[config.mk]
export PLATFORM = sky130hd
export DESIGN_NAME = step_avg_filter
export DESIGN_NICKNAME = d
export VERILOG_FILES = /design/src/rtl/step_avg_pkg.sv /design/src/rtl/step_avg_hist.sv /design/src/rtl/step_avg_sched.sv /design/src/rtl/step_avg_filter.sv
export SDC_FILE = /design/constraint.sdc
export NUM_CORES = 2
export LEC_CHECK = 0
export ABC_AREA = 1
export ABC_CLOCK_PERIOD_IN_PS = 19150
export BUFFER_PORTS_ARGS = -buffer_cell sky130_fd_sc_hd__buf_2
export CORE_MARGIN = 2
export CORE_UTILIZATION = 45
export CTS_CLUSTER_SIZE = 20
export DETAILED_ROUTE_END_ITERATION = 10
export SYNTH_ARGS = -nofsm -noshare
export SYNTH_HDL_FRONTEND = slang
export SYNTH_HIERARCHICAL = 1
export SYNTH_SLANG_ARGS = --single-unit
export TNS_END_PERCENT = 30
[constraint.sdc]
create_clock -name clk -period 19.15 [get_ports clk]
set_input_delay 3.83 -clock clk [delete_from_list [all_inputs] [get_ports clk]]
set_output_delay 3.83 -clock clk [all_outputs]
set_load 0.005 [all_outputs]
[src/rtl/step_avg_pkg.sv]
package step_avg_pkg;

  typedef enum logic [2:0] {
    ST_HOLD  = 3'd0,
    ST_AVG2  = 3'd1,
    ST_AVG4  = 3'd2,
    ST_AVG8  = 3'd3,
    ST_AVG16 = 3'd4
  } stage_e;

  localparam int unsigned RUN_AVG2  = 2;
  localparam int unsigned RUN_AVG4  = 4;
  localparam int unsigned RUN_AVG8  = 8;
  localparam int unsigned RUN_AVG16 = 6;

  // number of results produced in a lengthening stage before moving on
  function automatic logic [4:0] stage_run(input stage_e s);
    case (s)
      ST_AVG2:  return 5'(RUN_AVG2);
      ST_AVG4:  return 5'(RUN_AVG4);
      ST_AVG8:  return 5'(RUN_AVG8);
      ST_AVG16: return 5'(RUN_AVG16);
      default:  return 5'd0;
    endcase
  endfunction

  // log2 of the averaging length used in a lengthening stage
  function automatic logic [2:0] stage_log2(input stage_e s);
    case (s)
      ST_AVG2:  return 3'd1;
      ST_AVG4:  return 3'd2;
      ST_AVG8:  return 3'd3;
      ST_AVG16: return 3'd4;
      default:  return 3'd0;
    endcase
  endfunction

  function automatic stage_e stage_after(input stage_e s);
    case (s)
      ST_HOLD: return ST_AVG2;
      ST_AVG2: return ST_AVG4;
      ST_AVG4: return ST_AVG8;
      default: return ST_AVG16;
    endcase
  endfunction

endpackage

[src/rtl/step_avg_hist.sv]
module step_avg_hist #(
  parameter int DW    = 24,
  parameter int DEPTH = 16
) (
  input  logic                       clk,
  input  logic                       rst_n,
  input  logic                       push,
  input  logic [DW-1:0]              din,
  output logic [DEPTH-1:0][DW-1:0]   win,
  output logic                       primed
);

  logic [1:0] fill_q;

  always_ff @(posedge clk) begin
    if (!rst_n) begin
      win    <= '0;
      fill_q <= 2'd0;
    end else if (push) begin
      win <= {win[DEPTH-2:0], din};
      if (fill_q != 2'd2) fill_q <= fill_q + 2'd1;
    end
  end

  assign primed = (fill_q == 2'd2);

  p_hist_hold_r2: assert property (@(posedge clk) disable iff (!rst_n)
    !push |=> $stable(win));

  p_hist_newest_r2: assert property (@(posedge clk) disable iff (!rst_n)
    push |=> win[0] == $past(din));

endmodule

[src/rtl/step_avg_sched.sv]
module step_avg_sched
  import step_avg_pkg::*;
(
  input  logic       clk,
  input  logic       rst_n,
  input  logic       strobe,
  input  logic       fast_en,
  input  logic       bypass_en,
  input  logic       chop_en,
  input  logic       exceed,
  output logic       use_norm,
  output logic [2:0] sel_log2,
  output logic       active
);

  logic       active_q, active_d;
  stage_e     stage_q, stage_d;
  logic [4:0] used_q, used_d;

  always_comb begin
    active_d = active_q;
    stage_d  = stage_q;
    used_d   = used_q;
    if (bypass_en || !fast_en) begin
      active_d = 1'b0;
      stage_d  = ST_HOLD;
      used_d   = 5'd0;
    end else if (exceed) begin
      active_d = 1'b1;
      stage_d  = ST_HOLD;
      used_d   = 5'd0;
    end else if (active_q) begin
      if (stage_q == ST_HOLD) begin
        stage_d = ST_AVG2;
        used_d  = 5'd1;
      end else if (used_q == stage_run(stage_q)) begin
        if (stage_q == ST_AVG16) begin
          active_d = 1'b0;
          stage_d  = ST_HOLD;
          used_d   = 5'd0;
        end else begin
          stage_d = stage_after(stage_q);
          used_d  = 5'd1;
        end
      end else begin
        used_d = used_q + 5'd1;
      end
    end
  end

  assign use_norm = !active_d;
  assign sel_log2 = (stage_d == ST_HOLD) ? (chop_en ? 3'd1 : 3'd0) : stage_log2(stage_d);
  assign active   = active_q;

  always_ff @(posedge clk) begin
    if (!rst_n) begin
      active_q <= 1'b0;
      stage_q  <= ST_HOLD;
      used_q   <= 5'd0;
    end else if (strobe) begin
      active_q <= active_d;
      stage_q  <= stage_d;
      used_q   <= used_d;
    end
  end

  p_run_in_bounds_r7: assert property (@(posedge clk) disable iff (!rst_n)
    (active_q && stage_q != ST_HOLD) |-> (used_q >= 5'd1 && used_q <= stage_run(stage_q)));

  p_exit_from_last_r7: assert property (@(posedge clk) disable iff (!rst_n)
    $fell(active_q) |-> ($past(stage_q) == ST_AVG16 || $past(bypass_en) || !$past(fast_en)));

  p_idle_when_normal_r7: assert property (@(posedge clk) disable iff (!rst_n)
    !active_q |-> (stage_q == ST_HOLD));

endmodule

[src/rtl/step_avg_filter.sv]
module step_avg_filter
  import step_avg_pkg::*;
#(
  parameter int DW         = 24,
  parameter int DEPTH      = 16,
  parameter int FULL_SCALE = 8388607
) (
  input  logic          clk,
  input  logic          rst_n,
  input  logic          smp_valid,
  input  logic [DW-1:0] smp_data,
  input  logic          fast_step_en,
  input  logic          bypass_en,
  input  logic          chop_en,
  output logic          res_valid,
  output logic [DW-1:0] res_data,
  output logic          settling,
  output logic          pair_phase
);

  localparam int NORM_LOG2 = $clog2(DEPTH);
  localparam int SW        = DW + NORM_LOG2;
  localparam int IW        = NORM_LOG2;
  localparam logic [DW:0] THRESH = (DW+1)'(FULL_SCALE / 100);

  function automatic logic signed [SW-1:0] widen(input logic [DW-1:0] v);
    return {{(SW-DW){v[DW-1]}}, v};
  endfunction

  function automatic logic beyond_thresh(input logic [DW-1:0] a, input logic [DW-1:0] b);
    logic [DW:0] d;
    logic [DW:0] mag;
    d   = {a[DW-1], a} - {b[DW-1], b};
    mag = d[DW] ? (~d + 1'b1) : d;
    return mag > THRESH;
  endfunction

  function automatic logic [DW-1:0] pow2_mean(input logic signed [SW-1:0] s, input logic [2:0] lg);
    logic signed [SW-1:0] q;
    q = s >>> lg;
    return q[DW-1:0];
  endfunction

  logic [DEPTH-1:0][DW-1:0] win;
  logic                     primed;

  step_avg_hist #(.DW(DW), .DEPTH(DEPTH)) u_hist (
    .clk    (clk),
    .rst_n  (rst_n),
    .push   (smp_valid),
    .din    (smp_data),
    .win    (win),
    .primed (primed)
  );

  logic step_hit;
  assign step_hit = primed && beyond_thresh(smp_data, win[1]);

  logic       use_norm;
  logic [2:0] sel_log2;

  step_avg_sched u_sched (
    .clk       (clk),
    .rst_n     (rst_n),
    .strobe    (smp_valid),
    .fast_en   (fast_step_en),
    .bypass_en (bypass_en),
    .chop_en   (chop_en),
    .exceed    (step_hit),
    .use_norm  (use_norm),
    .sel_log2  (sel_log2),
    .active    (settling)
  );

  // running sums over the window that includes the incoming sample
  logic signed [SW-1:0] psum [DEPTH];
  always_comb begin
    psum[0] = widen(smp_data);
    for (int k = 1; k < DEPTH; k++) psum[k] = psum[k-1] + widen(win[k-1]);
  end

  logic [2:0]    avg_log2;
  logic [IW-1:0] sum_idx;
  logic [DW-1:0] avg_val;
  assign avg_log2 = use_norm ? 3'(NORM_LOG2) : sel_log2;
  assign sum_idx  = IW'((32'd1 << avg_log2) - 32'd1);
  assign avg_val  = pow2_mean(psum[sum_idx], avg_log2);

  logic pair_q;
  always_ff @(posedge clk) begin
    if (!rst_n) begin
      res_valid  <= 1'b0;
      res_data   <= '0;
      pair_phase <= 1'b0;
      pair_q     <= 1'b0;
    end else begin
      res_valid <= smp_valid;
      if (smp_valid) begin
        res_data <= bypass_en ? smp_data : avg_val;
        if (chop_en && bypass_en) begin
          pair_phase <= pair_q;
          pair_q     <= ~pair_q;
        end else begin
          pair_phase <= 1'b0;
          pair_q     <= 1'b0;
        end
      end
    end
  end

  p_result_strobe_r2: assert property (@(posedge clk) disable iff (!rst_n)
    smp_valid |=> res_valid);

  p_no_spurious_result_r2: assert property (@(posedge clk) disable iff (!rst_n)
    !smp_valid |=> !res_valid);

  p_bypass_passthru_r9: assert property (@(posedge clk) disable iff (!rst_n)
    (smp_valid && bypass_en) |=> (res_data == $past(smp_data) && !settling));

  p_fast_off_quiet_r4: assert property (@(posedge clk) disable iff (!rst_n)
    (smp_valid && !fast_step_en) |=> !settling);

  p_step_raises_flag_r6: assert property (@(posedge clk) disable iff (!rst_n)
    (smp_valid && fast_step_en && !bypass_en && step_hit) |=> settling);

  p_pair_idle_r10: assert property (@(posedge clk) disable iff (!rst_n)
    (smp_valid && !(chop_en && bypass_en)) |=> !pair_phase);

endmodule

**Yosys cells after proc, flatten, opt, wreduce, memory -nomap -nowiden**

Index checks and enable logic that the tools add are counted.

- Flip-flop bits (word level): 398
- Bits of input ports: 30
- Output and inout port bits: 27
- Word-level logic and storage cells: 105

- Add/subtract/negate cells: 20
- Order comparisons: 2
- Eq/ne operators: 11
- Shift-type cells: 2
- Multiplexer cells: 35
- Bitwise logic cells: 3
- Reduce and logical (&&, ||, !) cells: 9

Operators by type and width:

| kind | number |
|---|---|
| 28-bit by 24-bit adder with 28-bit output | 11 |
| 28-bit binary-select mux with 4-bit select | 1 |
| 28-bit 2-to-1 mux | 2 |
| 5-bit 2-to-1 mux | 9 |
| 27-bit by 24-bit adder with 28-bit output | 1 |
| 28-bit by 3-bit >>> shifter with 24-bit output | 1 |
| 26-bit by 24-bit adder with 27-bit output | 1 |
| 25-bit by 24-bit adder with 26-bit output | 1 |
| 24-bit by 24-bit adder with 25-bit output | 1 |
| 25-bit by 1-bit adder with 25-bit output (second input constant) | 1 |
| 25-bit by 17-bit > comparator with 1-bit output (second input constant) | 1 |
| 25-bit 2-to-1 mux | 1 |
| 25-bit inverter | 1 |
| 24-bit by 24-bit subtractor with 25-bit output | 1 |
| 24-bit 2-to-1 mux | 1 |
| 3-bit 2-to-1 mux | 8 |
| 4-bit one-hot mux with 4 select lines | 1 |
| 3-bit by 2-bit equality test with 1-bit output (second input constant) | 4 |
| 3-bit one-hot mux with 4 select lines | 1 |
| 1-bit 2-to-1 mux | 10 |
| 3-bit by 1-bit equality test with 1-bit output (second input constant) | 2 |
| 3-bit equality test (second input constant) | 2 |
| 3-bit logical NOT | 2 |
| 3-bit one-hot mux with 2 select lines | 1 |
| 15 further kinds | 17 |

**Longest topological paths before layout**

- Depth after elaboration: 26
- Gate-level depth with buffers: 102
- Depth with buffers taken out: 102

**By module**

The synthesis kept the hierarchy.

By module, submodules not included:

| module | times used | cells each | area each (µm²) | seq. area each (µm²) |
|---|---|---|---|---|
| step_avg_filter | 1 | 3502 | 22312.6 | 540.5 |
| step_avg_hist | 1 | 1678 | 13374.1 | 7727.4 |
| step_avg_sched | 1 | 127 | 757.0 | 180.2 |

**Worst setup path after synthesis**

OpenSTA, ideal clock, no wires.

- Kind: in2reg
- Start: in smp_data[0]
- End: reg res_data[21]
- Setup time: 120 ps
- Data arrival time: 17741 ps
- Data required time: 19030 ps
- Slack: 1290 ps
- Stages: 95
- Path buffers: 0
- Path through: ha_1 -> fa_1 -> nand2_1 -> inv_1 -> nor2_1 -> ha_1 -> a21oi_1 -> nand2_1 -> a21oi_1 -> nor2_1 -> nor2_1 -> xor2_1 -> inv_1 -> ha_1 -> inv_1 -> o21ai_1 -> xor2_1 -> inv_1 -> [... 59 more ...] -> a21oi_1 -> nor2_1 -> nor2_1 -> xnor2_1 -> ha_1 -> a21oi_1 -> o21ai_0 -> a21oi_1 -> o211ai_1 -> or2_2 -> nand3_1 -> nand3_1 -> a31oi_1 -> nand2_1 -> nand2_1 -> nand2_1 -> nand2_1 -> a21oi_1

- Word-level cells in the longest chain between the ends: 20
- Elaborated cells between the ends (all ways): 41
- Those cells by class: add/sub: 18; order compare: 1; eq/ne: 4; shift: 2; mux: 12; bitwise: 2; reduce/logical: 2

Ends and longest elaborated chain:

| what | line | RTL |
|---|---|---|
| start, declared | step_avg_filter.sv:11 | `input logic [DW-1:0] smp_data,` |
| 24-bit by 24-bit adder with 25-bit output or 24-bit by 24-bit subtractor with 25-bit output (tied branches) | step_avg_filter.sv:79, step_avg_filter.sv:33 |  |
| 25-bit by 24-bit adder with 26-bit output or 25-bit inverter (tied branches) | step_avg_filter.sv:79, step_avg_filter.sv:34 |  |
| 26-bit by 24-bit adder with 27-bit output or 25-bit by 1-bit adder with 25-bit output (tied branches) | step_avg_filter.sv:79, step_avg_filter.sv:34 |  |
| 27-bit by 24-bit adder with 28-bit output or 25-bit 2-to-1 mux (tied branches) | step_avg_filter.sv:79, step_avg_filter.sv:34 |  |
| 28-bit by 24-bit adder with 28-bit output or 25-bit by 17-bit > comparator with 1-bit output (tied branches) | step_avg_filter.sv:79, step_avg_filter.sv:35 |  |
| 28-bit by 24-bit adder with 28-bit output or 1-bit logical AND (tied branches) | step_avg_filter.sv:79, step_avg_filter.sv:57 |  |
| 28-bit by 24-bit adder with 28-bit output or 3-bit 2-to-1 mux (tied branches) | step_avg_filter.sv:79, step_avg_sched.sv:28 |  |
| 28-bit by 24-bit adder with 28-bit output or 3-bit 2-to-1 mux (tied branches) | step_avg_filter.sv:79, step_avg_sched.sv:24 |  |
| [... 3 more ...] | - |  |
| 28-bit by 24-bit adder with 28-bit output or 3-bit 2-to-1 mux (tied branches) | step_avg_filter.sv:79, step_avg_filter.sv:85 |  |
| 28-bit by 24-bit adder with 28-bit output or 1-bit by 3-bit left shift with 4-bit output (tied branches) | step_avg_filter.sv:79, step_avg_filter.sv:86 |  |
| 28-bit by 24-bit adder with 28-bit output or 4-bit by 1-bit subtractor with 4-bit output (tied branches) | step_avg_filter.sv:79, step_avg_filter.sv:86 |  |
| 28-bit by 24-bit adder with 28-bit output or 4-bit inverter with 5-bit output (tied branches) | step_avg_filter.sv:79, step_avg_filter.sv:87 |  |
| 28-bit binary-select mux with 4-bit select | step_avg_filter.sv:87 | `assign avg_val = pow2_mean(psum[sum_idx], avg_log2);` |
| 28-bit 2-to-1 mux (not written as such) (2 in a row) | step_avg_filter.sv:87 |  |
| 28-bit by 3-bit >>> shifter with 24-bit output * | step_avg_filter.sv:40 | `q = s >>> lg;` |
| 24-bit 2-to-1 mux * | step_avg_filter.sv:99 | `res_data <= bypass_en ? smp_data : avg_val;` |
| end signal, assigned | step_avg_filter.sv:99 |  |
| end, declared | step_avg_filter.sv:16 | `output logic [DW-1:0] res_data,` |

Every way passes the cells marked *; elsewhere a longest branch is shown, timed or not. The select of a mux whose other input is x is not followed.
A chain may end at the register's enable or synchronous reset.

**Final worst setup path**

- Start: in smp_data[0]
- End: reg res_data[20]

Same word-level chain as after synthesis.

==> summary.md <==
| Metric | Value |
|---|---|
| Status | `completed` |
| Hold Path Stages | `2` |
| Syn Inst Count | `between 5000 and 6000` |
| Clk slew on worst S/H paths | `about 0.060 ns` |
| Layout area overhead | `27.9%` |
| CTS Buf Count | `52` |
| WHS Endpoint | `res_data[0]` |
| Maxcap violations | `0` |
| Drt pass-1 iters | `5` |
| Worst-Margin Slew | `between 1 and 1.5 ns` |
| Hold Startpoint | `res_data[0]` |
| Largest net degree at the start of global routing | `192` |
| Worst-path fanout max | `4` |
| Hold WC Path Type | `flop to flop` |
| Area after DPL | `41200 µm²` |
| Design Area, Final | `45600 µm²` |
| Synth Cell Area | `between 30000 and 40000 µm²` |
| Total GRT Usage | `about a quarter` |
| GPL Wtd Cong | `0.885` |
| H-tree levels | `2` |
| Layout cell share with drive strength beyond 1 | `a little under a quarter` |
| CP Buf/Inv Count | `12` |
| First-pass GRT wire length | `178000 µm` |
| CP Class | `primary input to flop` |
| Hold-fix buffers, CTS | `0` |
| Worst reg-to-reg path cell count | `95` |
| Commonest cells after routing, fill and taps aside | `905 x nor2_1, 733 x buf_4, 670 x nand2_1, 498 x o21ai_0, 438 x inv_1` |
| Final worst-path cycle share | `between 90% and 100%` |
| Tmin final | `between 15 and 20 ns` |
| Initial antenna violation count | `2` |
| CP Data Required Time | `around 20 ns` |
| Syn avg cell area | `6.85 µm²` |
| Core Rows | `roughly 100` |
| Setup violators final | `0` |
| FMAX | `approximately 54 MHz` |
| R2r setup slk | `~3.6 ns` |
| CTS sink count | `just under 400` |
| Root buffer cell | `clkbuf_16` |
| CP delay by family, top | `adder cells` |
| DP HPWL | `between 80000 and 90000 µm` |
| WP data arrival | `19.13 ns` |
| CP max-delay cell | `or3b_4` |
| Die area | `between 80000 and 90000 µm²` |
| Core region area | `between 70000 and 80000 µm²` |
| Starting DRT DRC Count | `2558` |
| Final antenna-violating net count | `0` |
| DRC viols | `0` |
| CTS tree | `done` |
| Slew Viols, Final | `0` |
| Number of global-route vias before repair | `approximately 34000` |
| Count of input and output buffers | `56` |
| Final setup skew | `0.0179 ns` |
| Gr ovfl total | `0` |
| N_diodes | `0` |
| Final hold violation count | `0` |
| Synth Warn # | `6` |
| Initial core utilization | `a little under half` |
| Worst Setup Start Kind | `primary input` |
| # IOs | `57` |
| CP max stage delay | `0.39 ns` |
| Via density per instance | `5.26` |
| CP dominant cell by count | `nand2_1` |
| Slew HR | `roughly 28%` |
| Worst-skew pair later-pin latency | `between 0.6 and 0.7 ns` |
| Die height | `approximately 290 µm` |
| Die X | `~290 µm` |
| Max Buffers Root-to-Sink | `3` |
| Routed Wire Length | `114000 µm` |
| Reg2reg start | `u_hist/win[0]` |
| Post-Syn Nets | `about 5700` |
| Via Count | `about 37000` |
| WL/cell | `about 16 µm` |
| R2r endpoint | `res_data[20]` |
| Commonest non-fill, non-tap cell in the layout | `nor2_1` |
| Nets | `around 6400` |
| Worst setup EP type | `flop` |
==> through the flow <==
stage	TNS [ns]	hold WS (ns)	cells	util, %	setup WS (ns)
2_1_floorplan	0	0.456	5206	-	1.29
3_3_place_gp	-1.03	0.454	6812	52.3	-0.288
3_5_place_dp	-2.95	0.458	6812	52.3	-0.551
4_1_cts	0	0.466	6908	54.6	0.0909
5_1_grt	-1.33	0.493	6972	57.9	-0.334
6_report	0	0.473	6972	57.9	0.581
==> worst max-delay path by stage <==
| stage | startpoint | end | slack (ns) | cells past startpoint |
|---|---|---|---|---|
| floorplan | smp_data[0] | res_data[21] | 1.29 | 95 |
| global placement | smp_data[0] | res_data[20] | -0.29 | 94 |
| detailed placement | smp_data[0] | res_data[22] | -0.55 | 94 |
| CTS | smp_data[0] | res_data[22] | 0.09 | 94 |
| global route | smp_data[0] | res_data[20] | -0.33 | 97 |
| finish | smp_data[0] | res_data[20] | 0.58 | 96 |
==> tightest hold or removal path: cells and delay by family (launching register included) <==
kind               cells  cell delay, ns
AOI/OAI and AO/OA      1            0.06
and+or+nand+nor        1            0.06
DFF                    1            0.31
==> state kept, by name (all words and copies together), names as in the netlist <==
signal           flops
u_hist/win         360
res_data            24
u_sched/used_q       5
u_sched/stage_q      3
u_hist/fill_q        2
pair_phase           1
pair_q               1
res_valid            1
u_sched/active       1
==> repair_timing <==
item | in CTS | in global routing
endpoints found under the setup margin | 0 | 16
resized for setup | 0 | 443
setup buffers | 0 | 64
hold endpoints to repair | 0 | 0
==> cell type report <==
class	count	area, µm²
fillers	7583	33200
flip-flops and latches	398	7970
clock inverters	20	235
clock buffers	76	1530
well taps	1050	1310
inverters	456	1720
repair buffers	793	5860
multi-input cells	4179	27000
==> metal layers <==
metal | global-route usage [%] | up-vias | wire (µm)
met5 | 0 | - | 12
met3 | 3.20 | 137 | 5870
met4 | 5.76 | 2 | 2230
met2 | 42.0 | 810 | 50900
li1 | - | 18800 | -
met1 | 38.8 | 16900 | 55400
Power is not shown: default switching activity piles up to over one toggle a cycle in this logic, so the estimate is an artifact.
